## src/rtl/wpv_pkg.sv

```systemverilog
package wpv_pkg;

  // Bit positions of the type field in the status word
  localparam int unsigned TYPE_BLK = 0;
  localparam int unsigned TYPE_RST = 1;
  localparam int unsigned TYPE_CSW = 2;
  localparam int unsigned TYPE_W   = 3;

  typedef struct packed {
    logic csw;  // configuration write while selected
    logic rst;  // software reset under protection
    logic blk;  // write refused
  } wpv_evt_t;

endpackage

```

## src/rtl/wpv_addr_decode.sv

```systemverilog
module wpv_addr_decode #(
  parameter int unsigned ADDR_W   = 8,
  parameter int unsigned NUM_CS   = 4,
  parameter logic [7:0]  MODE_OFS = 8'h04,
  parameter logic [7:0]  IER_OFS  = 8'h14,
  parameter logic [7:0]  IDR_OFS  = 8'h18,
  parameter logic [7:0]  CSR_BASE = 8'h30
) (
  input  logic              clk,
  input  logic              rst_n,
  input  logic [ADDR_W-1:0] addr,
  output logic              hit_mode,
  output logic              hit_ier,
  output logic              hit_idr,
  output logic              hit_csr,
  output logic [NUM_CS-1:0] csr_sel
);

  localparam int unsigned STRIDE = 4;

  assign hit_mode = (addr == ADDR_W'(MODE_OFS));
  assign hit_ier  = (addr == ADDR_W'(IER_OFS));
  assign hit_idr  = (addr == ADDR_W'(IDR_OFS));

  for (genvar gi = 0; gi < NUM_CS; gi++) begin : g_csr
    localparam logic [ADDR_W-1:0] OFS = ADDR_W'(CSR_BASE + gi * STRIDE);
    assign csr_sel[gi] = (addr == OFS);
  end

  assign hit_csr = |csr_sel;

  AST_DECODE_ONEHOT: assert property (@(posedge clk) disable iff (!rst_n)
    $onehot0({hit_mode, hit_ier, hit_idr, csr_sel})) else $error("decode overlap");

endmodule

```

## src/rtl/wpv_event_gen.sv

```systemverilog
module wpv_event_gen
  import wpv_pkg::*;
#(
  parameter int unsigned NUM_CS = 4
) (
  input  logic              clk,
  input  logic              rst_n,
  input  logic              wr_en,
  input  logic              wp_on,
  input  logic              swrst,
  input  logic [NUM_CS-1:0] cs_act,
  input  logic              hit_mode,
  input  logic              hit_ier,
  input  logic              hit_idr,
  input  logic              hit_csr,
  input  logic [NUM_CS-1:0] csr_sel,
  output wpv_evt_t          evt,
  output logic              clr_rst,
  output logic              wr_allow
);

  logic prot_hit;
  logic sel_conflict;

  always_comb begin
    prot_hit     = hit_mode | hit_csr;
    sel_conflict = (hit_mode & (|cs_act)) | (|(csr_sel & cs_act));
    evt.blk      = wr_en & prot_hit & wp_on;
    evt.rst      = swrst & wp_on;
    evt.csw      = wr_en & sel_conflict;
    clr_rst      = wr_en & (prot_hit | hit_ier | hit_idr);
    wr_allow     = wr_en & ~(prot_hit & wp_on);
  end

  AST_BLOCK_EXCLUSIVE: assert property (@(posedge clk) disable iff (!rst_n)
    evt.blk |-> !wr_allow) else $error("blocked write allowed");

  AST_RST_NEEDS_WP: assert property (@(posedge clk) disable iff (!rst_n)
    !wp_on |-> !evt.rst) else $error("reset event without protection");

endmodule

```

## src/rtl/wpv_status_regs.sv

```systemverilog
module wpv_status_regs
  import wpv_pkg::*;
#(
  parameter int unsigned ADDR_W  = 8,
  parameter int unsigned DATA_W  = 32,
  parameter int unsigned SRC_LSB = 8
) (
  input  logic              clk,
  input  logic              rst_n,
  input  logic              rd_en,
  input  wpv_evt_t          evt,
  input  logic              clr_rst,
  input  logic [ADDR_W-1:0] wr_addr,
  output logic [DATA_W-1:0] rdata
);

  logic [TYPE_W-1:0] type_q, type_d;
  logic [ADDR_W-1:0] src_q, src_d;
  logic              type_en, src_en;
  logic              src_evt;

  always_comb begin
    type_d = type_q;
    if (rd_en) type_d = '0;
    if (clr_rst) type_d[TYPE_RST] = 1'b0;
    if (evt.blk) type_d[TYPE_BLK] = 1'b1;
    if (evt.rst) type_d[TYPE_RST] = 1'b1;
    if (evt.csw) type_d[TYPE_CSW] = 1'b1;
    type_en = rd_en | clr_rst | (|evt);

    src_evt = evt.blk | evt.csw;
    src_d   = src_evt ? wr_addr : '0;
    src_en  = src_evt | rd_en;
  end

  always_ff @(posedge clk or negedge rst_n) begin
    if (!rst_n) begin
      type_q <= '0;
      src_q  <= '0;
    end else begin
      if (type_en) type_q <= type_d;
      if (src_en)  src_q  <= src_d;
    end
  end

  always_comb begin
    rdata = '0;
    rdata[TYPE_W-1:0]          = type_q;
    rdata[SRC_LSB +: ADDR_W]   = src_q;
  end

  AST_BLK_SETS: assert property (@(posedge clk) disable iff (!rst_n)
    evt.blk |=> type_q[TYPE_BLK]) else $error("blocked write not recorded");

  AST_RST_SETS: assert property (@(posedge clk) disable iff (!rst_n)
    evt.rst |=> type_q[TYPE_RST]) else $error("reset event not recorded");

  AST_RST_CLEARS: assert property (@(posedge clk) disable iff (!rst_n)
    (clr_rst && !evt.rst) |=> !type_q[TYPE_RST]) else $error("bit1 not cleared");

  AST_CSW_SETS: assert property (@(posedge clk) disable iff (!rst_n)
    evt.csw |=> type_q[TYPE_CSW]) else $error("select conflict not recorded");

  AST_STICKY: assert property (@(posedge clk) disable iff (!rst_n)
    (!rd_en && type_q[TYPE_BLK]) |=> type_q[TYPE_BLK]) else $error("bit0 lost");

  AST_READ_CLEARS: assert property (@(posedge clk) disable iff (!rst_n)
    (rd_en && !(|evt)) |=> (type_q == '0 && src_q == '0)) else $error("read did not clear");

  AST_SRC_CAPTURE: assert property (@(posedge clk) disable iff (!rst_n)
    (evt.blk || evt.csw) |=> (src_q == $past(wr_addr))) else $error("offset not captured");

endmodule

```

## src/rtl/wpv_monitor.sv

```systemverilog
module wpv_monitor
  import wpv_pkg::*;
#(
  parameter int unsigned ADDR_W   = 8,
  parameter int unsigned DATA_W   = 32,
  parameter int unsigned NUM_CS   = 4,
  parameter int unsigned SRC_LSB  = 8,
  parameter logic [7:0]  MODE_OFS = 8'h04,
  parameter logic [7:0]  IER_OFS  = 8'h14,
  parameter logic [7:0]  IDR_OFS  = 8'h18,
  parameter logic [7:0]  CSR_BASE = 8'h30
) (
  input  logic              clk,
  input  logic              rst_n,
  input  logic              wr_en,
  input  logic [ADDR_W-1:0] wr_addr,
  input  logic              rd_en,
  input  logic              wp_on,
  input  logic              swrst,
  input  logic [NUM_CS-1:0] cs_act,
  output logic              wr_allow,
  output logic [DATA_W-1:0] status_rdata
);

  // Reset: asserted asynchronously, released on a clock edge
  logic [1:0] rst_sync_q;
  logic       rst_int_n;

  always_ff @(posedge clk or negedge rst_n) begin
    if (!rst_n) rst_sync_q <= '0;
    else        rst_sync_q <= {rst_sync_q[0], 1'b1};
  end
  assign rst_int_n = rst_sync_q[1];

  logic              hit_mode, hit_ier, hit_idr, hit_csr;
  logic [NUM_CS-1:0] csr_sel;
  wpv_evt_t          evt;
  logic              clr_rst;
  logic              allow_raw;

  wpv_addr_decode #(
    .ADDR_W(ADDR_W), .NUM_CS(NUM_CS), .MODE_OFS(MODE_OFS),
    .IER_OFS(IER_OFS), .IDR_OFS(IDR_OFS), .CSR_BASE(CSR_BASE)
  ) u_dec (
    .clk(clk), .rst_n(rst_int_n), .addr(wr_addr),
    .hit_mode(hit_mode), .hit_ier(hit_ier), .hit_idr(hit_idr),
    .hit_csr(hit_csr), .csr_sel(csr_sel)
  );

  wpv_event_gen #(.NUM_CS(NUM_CS)) u_evt (
    .clk(clk), .rst_n(rst_int_n),
    .wr_en(wr_en & rst_int_n), .wp_on(wp_on), .swrst(swrst & rst_int_n),
    .cs_act(cs_act), .hit_mode(hit_mode), .hit_ier(hit_ier), .hit_idr(hit_idr),
    .hit_csr(hit_csr), .csr_sel(csr_sel),
    .evt(evt), .clr_rst(clr_rst), .wr_allow(allow_raw)
  );

  wpv_status_regs #(.ADDR_W(ADDR_W), .DATA_W(DATA_W), .SRC_LSB(SRC_LSB)) u_st (
    .clk(clk), .rst_n(rst_int_n), .rd_en(rd_en & rst_int_n),
    .evt(evt), .clr_rst(clr_rst), .wr_addr(wr_addr), .rdata(status_rdata)
  );

  assign wr_allow = allow_raw;

  AST_MODE_GUARDED: assert property (@(posedge clk) disable iff (!rst_int_n)
    (wr_en && wp_on && wr_addr == ADDR_W'(MODE_OFS)) |-> !wr_allow)
    else $error("protected mode write allowed");

  AST_IDLE_NO_ALLOW: assert property (@(posedge clk) disable iff (!rst_int_n)
    !wr_en |-> !wr_allow) else $error("allow without write");

  AST_ZERO_BITS: assert property (@(posedge clk) disable iff (!rst_int_n)
    (status_rdata[7:3] == 5'd0 && status_rdata[31:16] == 16'd0))
    else $error("reserved bits set");

endmodule

```

## config.mk

```make
export PLATFORM = sky130hd
export DESIGN_NAME = wpv_monitor
export DESIGN_NICKNAME = d
export VERILOG_FILES = /design/src/rtl/wpv_pkg.sv /design/src/rtl/wpv_addr_decode.sv /design/src/rtl/wpv_event_gen.sv /design/src/rtl/wpv_status_regs.sv /design/src/rtl/wpv_monitor.sv
export SDC_FILE = /design/constraint.sdc
export NUM_CORES = 1
export LEC_CHECK = 0
export ABC_AREA = 1
export BUFFER_PORTS_ARGS = -buffer_cell sky130_fd_sc_hd__clkbuf_2
export CAP_MARGIN = 40
export CELL_PAD_IN_SITES_DETAIL_PLACEMENT = 0
export CELL_PAD_IN_SITES_GLOBAL_PLACEMENT = 1
export CORE_MARGIN = 10
export CORE_UTILIZATION = 28
export DETAILED_ROUTE_END_ITERATION = 16
export GPL_TIMING_DRIVEN = 0
export PLACE_DENSITY = 0.8
export SLEW_MARGIN = 20
export SYNTH_ARGS = -nofsm -noshare
export SYNTH_HDL_FRONTEND = slang
export SYNTH_SLANG_ARGS = --single-unit
```

## constraint.sdc

```tcl
create_clock -name clk -period 1.1 [get_ports clk]
set_input_delay 0.055 -clock clk [delete_from_list [all_inputs] [get_ports clk]]
set_output_delay 0.055 -clock clk [all_outputs]
set_load 0.05 [all_outputs]
```

# [After elaboration in Yosys (flattened, before gate mapping)]
# Index checks and enable logic that the tools add are counted.
[totals] ramBits=0 romBits=0 ff_bits=13 latch_bits=0 output_inout_bits=33 memories=0 elab_cells=49
[classes] shifts=0 mux=6 eq_ne=7 magnitude_cmp=0 n_reduce_logical=10 bitwise=21 n_div=0 n_mul=0 addsub=0
[op_table] operator="$eq 8x6->1 const B" n=4
[op_table] operator="$eq 8x5->1 const B" n=2
[op_table] operator="$reduce_or 4->1" n=3
[op_table] operator="$and 1x1->1" n=11
[op_table] operator="$eq 8x3->1 const B" n=1
[op_table] operator="$mux 8" n=1
[op_table] operator="$or 1x1->1" n=8
[op_table] operator="$reduce_and 2->1" n=3
[op_table] operator="$and 4x4->4" n=1
[op_table] operator="$mux 1" n=4
[op_table] operator="$reduce_bool 2->1" n=2
[op_table] operator="$mux 3" n=1
[op_table] operator="$reduce_bool 3->1" n=1
[op_table] operator="$reduce_or 3->1" n=1
[op_table] operator="$not 1->1" n=1

# [Depth between registers and ports, before layout]
# Gate-level depths: netlist of run 1.
[logic_depth] ltp_word=9 mapped_depth=10

# [Modules after synthesis]
# Synthesis of run 1 repeated with hierarchy kept, for this count alone.
[hier_totals] hier_cells=130 area_unflattened_um2=927.1
[by_module_without_submodules] module="wpv_status_regs" instances=1 area_each_um2=600.6 cells_each=70
[by_module_without_submodules] module="wpv_addr_decode" instances=1 area_each_um2=163.9 cells_each=29
[by_module_without_submodules] module="wpv_event_gen" instances=1 area_each_um2=86.3 cells_each=22
[by_module_without_submodules] module="wpv_monitor" instances=1 area_each_um2=76.3 cells_each=9

# [Least setup slack after synthesis of run 1]
# No wires, ideal clock.
[synth_path] path_kind="register to output" from="register rst_sync_q[1]" to="output wr_allow" required_ns=1.045 stages_incl_launch_ff=3 n_path_buf=0 arrival_time_ns=1.479 path_slack_ns=-0.434 path_cell_list="dfrtp_1 > nand2_1 > a21oi_1"
[synth_between] elab_chain_len=2
[synth_lines] item="start, declared" line_no="wpv_monitor.sv:26" rtl="logic [1:0] rst_sync_q;"
[synth_lines] item="start signal, assigned" line_no="wpv_monitor.sv:31" rtl="else rst_sync_q <= {rst_sync_q[0], 1'b1};"
[synth_lines] item="$and 1x1->1" line_no="wpv_monitor.sv:52" rtl=".wr_en(wr_en & rst_int_n), .wp_on(wp_on), .swrst(swrst & rst_int_n),"
[synth_lines] item="$and 1x1->1" line_no="wpv_event_gen.sv:32" rtl="wr_allow = wr_en & ~(prot_hit & wp_on);"
[synth_lines] item="end, declared" line_no="wpv_monitor.sv:21" rtl="output logic wr_allow,"
# Every way passes these cells.

# [Worst setup path after layout of run 1]
# Ends and elaborated chain as after synthesis.

==> flow_summary.ini, run 1 <==
[logic_synthesis]
netlist.area_leader.share_pct = 38.52
yosysSeqAreaShare_pct = 38.52
ys_ff_latch = 13
ys.flop_type = dfrtp_1
synth_cells = 111
yosysTopAreaCell = dfrtp_1
synth.distinct_cells = 16
syn-cell-area_um2 = 844.6
synthArstFlopShare_pct = 100.0
synth_area_leaders = dfrtp_1 (39%), buf_4 (19%), nand2_1 (11%)
synth_edf_count = 0
avgSynthCellArea_um2 = 7.609
synth.most_common_cell = nand2_1
ys_top_cells_by_count = nand2_1 (24), buf_4 (21), inv_1 (15)
yosysWarnings = 0

[route]
dr.pass1.iters = 4
wl_per_cell_um = 11.23
drt_iter0_drc = 36
post-route-drc-count = 0
drt-vias-per-instance = 3.939
vias = 780
wl_um = 2224
ant_nets = 0

[critical_path]
required_ps = 1040
path_delay_family = flip-flops
cp.arrival_ps = 1030
cp-end-kind = output pin
cp.buffers_inverters = 1
regToRegSetupSlack_ps = 60
critPathSlowestCell = dfrtp_2
startpoint_type = flop
crit_path_max_fanout = 2
slowest_delay_ps = 390
path_cells = nand2_2 > a21oi_2 > buf_8
crit_type = flop to output pin

[global_routing]
grt_pass1_vias = 771
grt_max_degree = 12
antenna_found_initial = 0
track_usage_pct = 7.920
grt_first_pass_wirelength_um = 3450
grt-ovfl-total = 0

[power_and_ir_drop]
peakVddDrop_mv = 0.5926
leakage_nw = 0.7557
power_density_nw_per_um2 = 992.9

[sta]
fmax_mhz = 920.8
finalSetupViolations = 0
fin_ws_ps = 14.04
hold_violations = 0
slew_viol_final = 0
skew_ps = 1.035
period_minus_slack_ps = 1086
fin_crit_sh_pct = 98.72
rsz0062_at_grt = yes

[placed_design]
dp.cells = 191
dp_hpwl_um = 1917
gp_congestion = 0.7480
port_buffers = 29
placed_area_um2 = 1111
place_ws_ps = -113.6

[status]
status = complete, no violations

[clock_tree]
clk_pin_slew_worst_paths_ps = 80
cts_root_buffer = clkbuf_4
cts.sinks = 13
cts_tree = built
clk_latency_ps = 270
cts_inserted_buffers = 3
htree_levels = 1
cts_buffer_depth = 2

[floorplanning]
rows = 19
die_width_um = 74.92
placeableCoreArea_um2 = 2829
start_util_pct = 29.85
io_pins = 51
dieArea_um2 = 5613
die_h_um = 74.92

[layout]
utilization_pct = 41.88
syn_to_final_growth_pct = 40.30
drive_gt1_share_pct = 41.92
final_nets = 186
instances_no_fill = 198
finish.instance_area_um2 = 1185
antenna_cells = 0

[job]
drv_cap = 0

[min_path]
hold_path.class = input pin to flop
[layout by cell type (no fill, tap or decap)]
cell,Yosys,final
inv_1,15,14
conb_1,2,22
nand2_4,0,2
nand3_4,1,1
clkbuf_4,0,3
o21ai_0,2,2
nand2_1,24,22
clkbuf_2,0,28
dfrtp_1,13,12
nand3_1,6,6
buf_8,0,1
a21oi_2,0,1
a21oi_1,2,1
dlygate4sd3_1,0,1
clkbuf_1,0,1
nand3_2,2,2
nor2_1,12,12
inv_2,0,1
nand4_1,4,4
dfrtp_2,0,1
nor2_2,2,2
buf_4,21,23
nand2_2,3,3
a21bo_2,1,1
o21ai_2,1,1
[routing by layer]
| metal | wire length [um] | vias to the layer above | GRT usage (%) |
|---|---|---|---|
| li1 | - | 415 | - |
| met1 | 804 | 333 | 7.669 |
| met2 | 1107 | 30 | 13.90 |
| met3 | 287 | 2 | 4.599 |
| met4 | 25 | 0 | 2.521 |
| met5 | 0 | - | 0 |
[layout make-up]
| class | count | area, um2 |
|---|---|---|
| tap | 31 | 38.79 |
| clock buffer | 4 | 26.28 |
| buffer | 21 | 157.7 |
| fill | 303 | 1644 |
| sequential | 13 | 326.6 |
| inverter | 15 | 56.30 |
| timing repair buffer | 32 | 180.2 |
| multi-input combinational | 82 | 399.1 |
[cells by family after synthesis]
kind of cell	count (synthesis)	synth area share, %
buffers and inverters	36	25.33
other	2	0.8892
AOI/OAI and AO/OA	6	4.593
DFF	13	38.52
and+or+nand+nor	54	30.67
[worst register-to-register path: cells and delay by family (launching register included)]
kind	cells	cell delay, ps
AND/OR/NAND/NOR	2	210
flip-flops	1	430
AO/OA/AOI/OAI	1	230
buffers and inverters	1	70
[per-stage QoR]
step | hold slack (ps) | power [mW] | TNS, ps
after global placement | -159.9 | 0.8703 | -570.2
final | 19.47 | 1.176 | 0
after CTS | 17.66 | 1.181 | -13.23
after global routing | 4.087 | 1.255 | -53.40
after detailed placement | -155.3 | 0.8751 | -931.0
after floorplan | -240.6 | 0.8086 | -3.129
[where the power goes]
group          switching (mW)  internal (mW)
clock network           0.148          0.140
registers             0.00662          0.489
logic                   0.281          0.111
total                   0.436          0.741
[flip-flops by register name, indices dropped and copies added, names as in the netlist]
register / cells
u_st.type_q: 3
rst_sync_q: 2
u_st.src_q: 8
[worst paths after layout]
| check | startpoint | endpoint | cells past startpoint |
|---|---|---|---|
| worst max-delay path | rst_sync_q[1]$_DFF_PN0_ | wr_allow | 3 |
| worst min-delay path | swrst | u_st.type_q[1]$_DFFE_PN0P_ | 3 |
| worst max register to register | rst_sync_q[1]$_DFF_PN0_ | u_st.type_q[0]$_DFFE_PN0P_ | 4 |
| worst min register to register | rst_sync_q[1]$_DFF_PN0_ | u_st.type_q[1]$_DFFE_PN0P_ | 1 |
| max in group asynchronous | rst_sync_q[1]$_DFF_PN0_ | u_st.src_q[6]$_DFFE_PN0P_ | 2 |
| min in group asynchronous | rst_n | rst_sync_q[1]$_DFF_PN0_ | 2 |
[timing repair]
action,CTS,global route
gates resized for setup,3,3
pin swaps,1,0
endpoints found under the setup margin,12,6
buffers inserted,2,0
hold buffers,1,0
endpoints found under the hold margin,2,0
No activity file was read; power rests on OpenSTA's default activity.
==> inputs of run 2 (changes only) <==
--- a/config.mk
+++ b/config.mk
@@ -5,16 +5,15 @@
 export SDC_FILE = /design/constraint.sdc
 export NUM_CORES = 1
 export LEC_CHECK = 0
-export ABC_AREA = 1
 export BUFFER_PORTS_ARGS = -buffer_cell sky130_fd_sc_hd__clkbuf_2
 export CAP_MARGIN = 40
 export CELL_PAD_IN_SITES_DETAIL_PLACEMENT = 0
 export CELL_PAD_IN_SITES_GLOBAL_PLACEMENT = 1
 export CORE_MARGIN = 10
-export CORE_UTILIZATION = 28
+export CORE_UTILIZATION = 29
 export DETAILED_ROUTE_END_ITERATION = 16
 export GPL_TIMING_DRIVEN = 0
-export PLACE_DENSITY = 0.8
+export PLACE_DENSITY = 0.81
 export SLEW_MARGIN = 20
 export SYNTH_ARGS = -nofsm -noshare
 export SYNTH_HDL_FRONTEND = slang
==> run 2 against run 1 <==
Compared with the run above:
- the run now ends with negative setup slack left
- largest cell class is now non-clock buffers
- utilization increased by 7.8 points
- total power increased by 1.4%
- via count decreased by 9.0%
==> flow_summary.ini, run 2 <==
[status]
status = finished, violations left
violations = negative setup slack

[route]
wl_um = 2128
drt-vias-per-instance = 4.057
drt_iter0_drc = 13
ant_nets = 0
post-route-drc-count = 0
dr.pass1.iters = 2
wl_per_cell_um = 12.16
vias = 710

[placed_design]
gp_congestion = 0.7292
place_ws_ps = -676.1
port_buffers = 29
dp.cells = 160
dp_hpwl_um = 1719

[floorplanning]
dieArea_um2 = 5209
die_h_um = 72.18
rows = 18
io_pins = 51
die_width_um = 72.18
start_util_pct = 31.02
placeableCoreArea_um2 = 2545

[sta]
period_minus_slack_ps = 1500
finalSetupViolations = 12
hold_violations = 0
fin_crit_sh_pct = 136.3
slew_viol_final = 0
fmax_mhz = 666.8
skew_ps = 4.046
holdWs_ps = 46.06
fin_ws_ps = -399.8
rsz0062_at_grt = yes

[critical_path]
cp-end-kind = flop
startpoint_type = flop
required_ps = 1280
cp.arrival_ps = 1680
worst_r2r_path_depth = 5
crit_path_max_fanout = 8
crit_type = flop to flop

[logic_synthesis]
yosysWarnings = 0
synth_top_family_by_area = buffers and inverters
synth_edf_count = 0
ys_top_cells_by_count = buf_4 (21), dfrtp_1 (13), nand2_1 (11)
synth_area_leaders = dfrtp_1 (41%), buf_4 (20%), mux2i_1 (7.6%)
synthMuxAreaShare_pct = 7.607
synthAdderAreaFrac_pct = 0
synth_xor_area_share_pct = 0
yosysSeqAreaShare_pct = 41.20
avgSynthCellArea_um2 = 9.747
synth_compound_area_share_pct = 7.607
yosysTopAreaCell = dfrtp_1
ys.flop_type = dfrtp_1
synth.most_common_cell = buf_4
synth_cells = 81
ys_ff_latch = 13
synth.distinct_cells = 23
netlist.area_leader.share_pct = 41.20
synthSimpleGateAreaFrac_pct = 20.76
syn-cell-area_um2 = 789.5
synthArstFlopShare_pct = 100.0

[power_and_ir_drop]
sw_frac_of_total_pct = 35.58
peakVddDrop_mv = 0.4999
clkPwrFrac_pct = 23.2
total_switching_power_mw = 0.4245
pwr-share-seq_pct = 41.6
p_comb_share_pct = 35.2
leakage_nw = 0.7379
power_density_nw_per_um2 = 944.0
p_int_mw = 0.7684
total_power_mw = 1.193

[layout]
syn_to_final_growth_pct = 60.06
antenna_cells = 0
drive_gt1_share_pct = 55.17
layout_common_cells = clkbuf_2 (28), buf_4 (27), conb_1 (22), dfrtp_1 (12), nand2_1 (8)
regMostFlops = u_st.src_q
layout_commonest_cell = clkbuf_2
top_regs = u_st.src_q x8, u_st.type_q x3, rst_sync_q x2
final_nets = 164
instances_no_fill = 175
largest_reg_flops = 8

[clock_tree]
htree_levels = 1
clk_latency_ps = 260
cts.sinks = 13
cts_buffer_depth = 2
cts_root_buffer = clkbuf_4
cts_inserted_buffers = 3
cts_tree = built
clk_pin_slew_worst_paths_ps = 80

[global_routing]
grt-ovfl-total = 0
grt_pass1_vias = 719
grt_first_pass_wirelength_um = 3305
grt_max_degree = 14
antenna_found_initial = 0
track_usage_pct = 7.855

[min_path]
hold_depth = 3
hold_path.class = input pin to flop

[job]
drv_cap = 0
## run 2: cell types whose count changed after synthesis, moves of 3 or more
cell     previous run  this run
and3_2              0         4
inv_1              15         3
mux2i_1             0         6
nand2_1            24        11
nand2_2             3         0
nand3_1             6         3
nand4_1             4         0
nor2_1             12         1
## run 2: final timing paths
path / start / to / slack, ps
worst max-delay path: rst_sync_q[1]$_DFF_PN0_ / u_st.src_q[5]$_DFFE_PN0P_ / -400
worst min-delay path: swrst / u_st.type_q[1]$_DFFE_PN0P_ / 50
worst max register to register: rst_sync_q[1]$_DFF_PN0_ / u_st.src_q[5]$_DFFE_PN0P_ / -400
worst min register to register: rst_sync_q[1]$_DFF_PN0_ / u_st.src_q[6]$_DFFE_PN0P_ / 320
max in group asynchronous: rst_sync_q[1]$_DFF_PN0_ / u_st.src_q[5]$_DFFE_PN0P_ / 540
min in group asynchronous: rst_n / rst_sync_q[1]$_DFF_PN0_ / 100
## run 2: metal layers
layer	GRT usage (%)	up-vias	share of wire, %
met4	4.516	0	1.6
met3	2.721	2	8.4
li1	-	360	-
met2	13.99	29	53
met1	7.686	319	37
met5	0	-	0
## run 2: layout make-up
class	count	area [um2]
repair buffers	40	272.8
well taps	30	37.54
clock buffers	4	26.28
plain buffers	22	168.9
fillers	261	1281
multi-input cells	63	420.4
inverters	3	11.26
flip-flops and latches	13	326.6
## run 2: kinds of logic after synthesis
| kind of cell | Yosys count |
|---|---|
| flip-flops | 13 |
| other | 2 |
| AND/OR/NAND/NOR | 27 |
| AO/OA/AOI/OAI | 8 |
| buffers and inverters | 25 |
| multiplexers | 6 |
## run 2: what timing repair did
action	in CTS	in global routing
hold buffers	1	0
endpoints found under the setup margin	12	12
pin swaps	3	3
resized for setup	8	17
hold endpoints to repair	2	0
gates cloned	0	1
setup buffers	4	6
## run 2: power groups by stage
stage | clock (mW) | sequential (mW) | combinational (mW)
finish | 0.277 | 0.496 | 0.420
global route | 0.309 | 0.498 | 0.446
CTS | 0.284 | 0.496 | 0.380
detailed placement | 0 | 0.513 | 0.352
global placement | 0 | 0.512 | 0.349
floorplan | 0 | 0.536 | 0.265
## run 2: critical path, cell delays in order (launching register included)
cell      delay (ps)
dfrtp_2          450
nand2_4           80
and2b_2          240
a221oi_4         310
buf_12           160
mux2i_1          180
## run 2: stage by stage
stage | instance area, um2 | setup TNS (ps) | utilization (%)
after floorplan | 885.9 | -3984 | -
after global placement | 1069 | -5573 | 41.99
after detailed placement | 1069 | -6318 | 41.99
after CTS | 1170 | -3692 | 45.97
after global routing | 1264 | -4226 | 49.66
final | 1264 | -3488 | 49.66
==> inputs of run 3 (changes only) <==
--- a/config.mk
+++ b/config.mk
@@ -7,14 +7,11 @@
 export LEC_CHECK = 0
 export BUFFER_PORTS_ARGS = -buffer_cell sky130_fd_sc_hd__clkbuf_2
 export CAP_MARGIN = 40
-export CELL_PAD_IN_SITES_DETAIL_PLACEMENT = 0
-export CELL_PAD_IN_SITES_GLOBAL_PLACEMENT = 1
 export CORE_MARGIN = 10
-export CORE_UTILIZATION = 29
+export CORE_UTILIZATION = 37
 export DETAILED_ROUTE_END_ITERATION = 16
 export GPL_TIMING_DRIVEN = 0
-export PLACE_DENSITY = 0.81
-export SLEW_MARGIN = 20
+export PLACE_DENSITY = 0.77
 export SYNTH_ARGS = -nofsm -noshare
 export SYNTH_HDL_FRONTEND = slang
 export SYNTH_SLANG_ARGS = --single-unit
==> constraint.sdc (replaced) <==
create_clock -name clk -period 1.25 [get_ports clk]
set_input_delay 0.0625 -clock clk [delete_from_list [all_inputs] [get_ports clk]]
set_output_delay 0.0625 -clock clk [all_outputs]
set_load 0.05 [all_outputs]
==> run 3 against run 2 <==
Compared with the run above:
- the flow still finishes with violations (negative setup slack)
- non-clock buffer count shrank 7
- die area is 16% lower
- final cell count down 5.7%
- hold slack worse by 16 ps
- clock-buffer cell count did not move
- total power is 14% lower
- critical endpoint is now u_st.src_q[4]$_DFFE_PN0P_
- highest routed layer unchanged
==> flow_summary.ini, run 3 (synthesis results as in run 2) <==
[status]
status = finished, violations left
violations = negative setup slack

[route]
ant_nets = 0
drt-vias-per-instance = 4.255
wl_per_cell_um = 12.90
wl_met2_um = 1025
highest_layer = met4
dr.pass1.iters = 4
post-route-drc-count = 0
wl_met1_um = 768
vias = 702
drt_iter0_drc = 7
wl_um = 2128
dr_wl_met3_um = 325

[power_and_ir_drop]
peakVddDrop_mv = 0.6989
pwr-share-seq_pct = 42.3
total_power_mw = 1.031
p_int_mw = 0.6536
sw_frac_of_total_pct = 36.59
total_switching_power_mw = 0.3772
p_comb_share_pct = 32.9
leakage_nw = 0.6920
power_density_nw_per_um2 = 889.7
clkPwrFrac_pct = 24.9

[layout]
layout_common_cells = clkbuf_2 (28), buf_4 (24), conb_1 (22), dfrtp_1 (12), nand2_1 (9)
fillers = 190
drive_gt1_share_pct = 50.72
syn_to_final_growth_pct = 46.75
top_regs = u_st.src_q x8, u_st.type_q x3, rst_sync_q x2
layout_commonest_cell = clkbuf_2
finish.instance_area_um2 = 1159
final_nets = 157
regMostFlops = u_st.src_q
antenna_cells = 0
largest_reg_flops = 8
instances_no_fill = 165

[global_routing]
track_usage_pct = 9.719
grt-ovfl-total = 0
grt_max_degree = 13
antenna_found_initial = 0
grt_pass1_vias = 758
grt_first_pass_wirelength_um = 3387

[critical_path]
critPathSlowestCell = dfrtp_2
cp-end-kind = flop
cp.buffers_inverters = 1
path_cells = nand2_2 > and2b_2 > a221oi_4 > buf_12 > mux2i_1
crit_type = flop to flop
required_ps = 1460
cp.arrival_ps = 1660
startpoint_type = flop
slowest_delay_ps = 420
crit_path_max_fanout = 8
path_delay_family = flip-flops

[placed_design]
dp_hpwl_um = 1778
gp_congestion = 0.7859
placed_area_um2 = 1065
port_buffers = 29
dp.cells = 157

[job]
drv_cap = 0

[clock_tree]
cts_root_buffer = clkbuf_4
htree_levels = 1
cts.sinks = 13
clk_pin_slew_worst_paths_ps = 80
cts_inserted_buffers = 3
cts_buffer_depth = 2
clk_latency_ps = 280
cts_tree = built

[floorplanning]
die_h_um = 66.20
die_width_um = 66.20
placeableCoreArea_um2 = 2002
dieArea_um2 = 4382
io_pins = 51
start_util_pct = 39.44
rows = 16

[sta]
slew_viol_final = 0
worst_slew_pin_slew_ps = 582.3
fin_crit_sh_pct = 116.4
hold_violations = 0
rsz0062_at_grt = yes
max_slew_margin_pct = 60.82
fin_ws_ps = -205.6
finalSetupViolations = 8
period_minus_slack_ps = 1456
fmax_mhz = 687.0
skew_ps = 8.658

[min_path]
hold_path.class = input pin to flop
==> run 3: cell types whose count changed in the layout (fill, tap and decap cells not counted), sizes merged <==
| cell | delta |
|---|---|
| buf | -7 |
==> run 3: path summary, 6_finish.rpt <==
kind,start,endpoint,slack [ps],cells after the start
max,rst_sync_q[1]$_DFF_PN0_,u_st.src_q[4]$_DFFE_PN0P_,-210,5
min,swrst,u_st.type_q[1]$_DFFE_PN0P_,30,3
max reg2reg,rst_sync_q[1]$_DFF_PN0_,u_st.src_q[4]$_DFFE_PN0P_,-210,5
min reg2reg,rst_sync_q[1]$_DFF_PN0_,u_st.type_q[0]$_DFFE_PN0P_,330,2
max in group asynchronous,rst_sync_q[1]$_DFF_PN0_,u_st.type_q[2]$_DFFE_PN0P_,760,2
min in group asynchronous,rst_n,rst_sync_q[1]$_DFF_PN0_,100,2
==> run 3: through the flow <==
| stage | util, % | setup TNS, ps | setup slack (ps) | hold WS, ps |
|---|---|---|---|---|
| final | 57.88 | -1562 | -205.6 | 29.78 |
| after global placement | 53.19 | -3856 | -449.7 | -152.0 |
| after detailed placement | 53.19 | -4521 | -512.3 | -147.3 |
| after floorplan | - | -2420 | -302.1 | -233.1 |
| after CTS | 58.00 | -1509 | -201.3 | 26.89 |
| after global routing | 57.88 | -2099 | -260.7 | 32.16 |
==> run 3: power by group through the flow <==
stage	combinational [mW]	sequential [mW]	clock [mW]
after floorplan	0.233	0.472	0
after global placement	0.305	0.450	0
after detailed placement	0.310	0.451	0
after CTS	0.334	0.435	0.263
after global routing	0.361	0.436	0.279
final	0.339	0.436	0.256
==> run 3: final cells by class <==
cell class / instances / area [um2] / area share (%)
plain buffers: 21 / 157.7 / 13.61
clock buffers: 4 / 26.28 / 2.268
inverters: 3 / 11.26 / 0.9719
multi-input cells: 63 / 395.4 / 34.13
flip-flops and latches: 13 / 326.6 / 28.19
well taps: 27 / 33.78 / 2.916
repair buffers: 34 / 207.7 / 17.93
==> run 3: per-layer routing <==
metal | track usage, % | vias to the layer above
li1 | - | 349
met2 | 16.75 | 40
met4 | 1.571 | 0
met3 | 6.949 | 2
met1 | 9.381 | 311
met5 | 0 | -
==> run 3: worst reg2reg max path: stages (launching register included) <==
cell,delay [ps]
dfrtp_2,420
nand2_2,90
and2b_2,250
a221oi_4,300
buf_12,160
mux2i_1,180
==> run 3: what timing repair did <==
| item | CTS | global route |
|---|---|---|
| pin swaps | 2 | 1 |
| gates resized for setup | 6 | 1 |
| setup buffers | 4 | 0 |
| hold buffers | 1 | 0 |
| setup endpoints to repair | 12 | 12 |
| endpoints found under the hold margin | 2 | 0 |
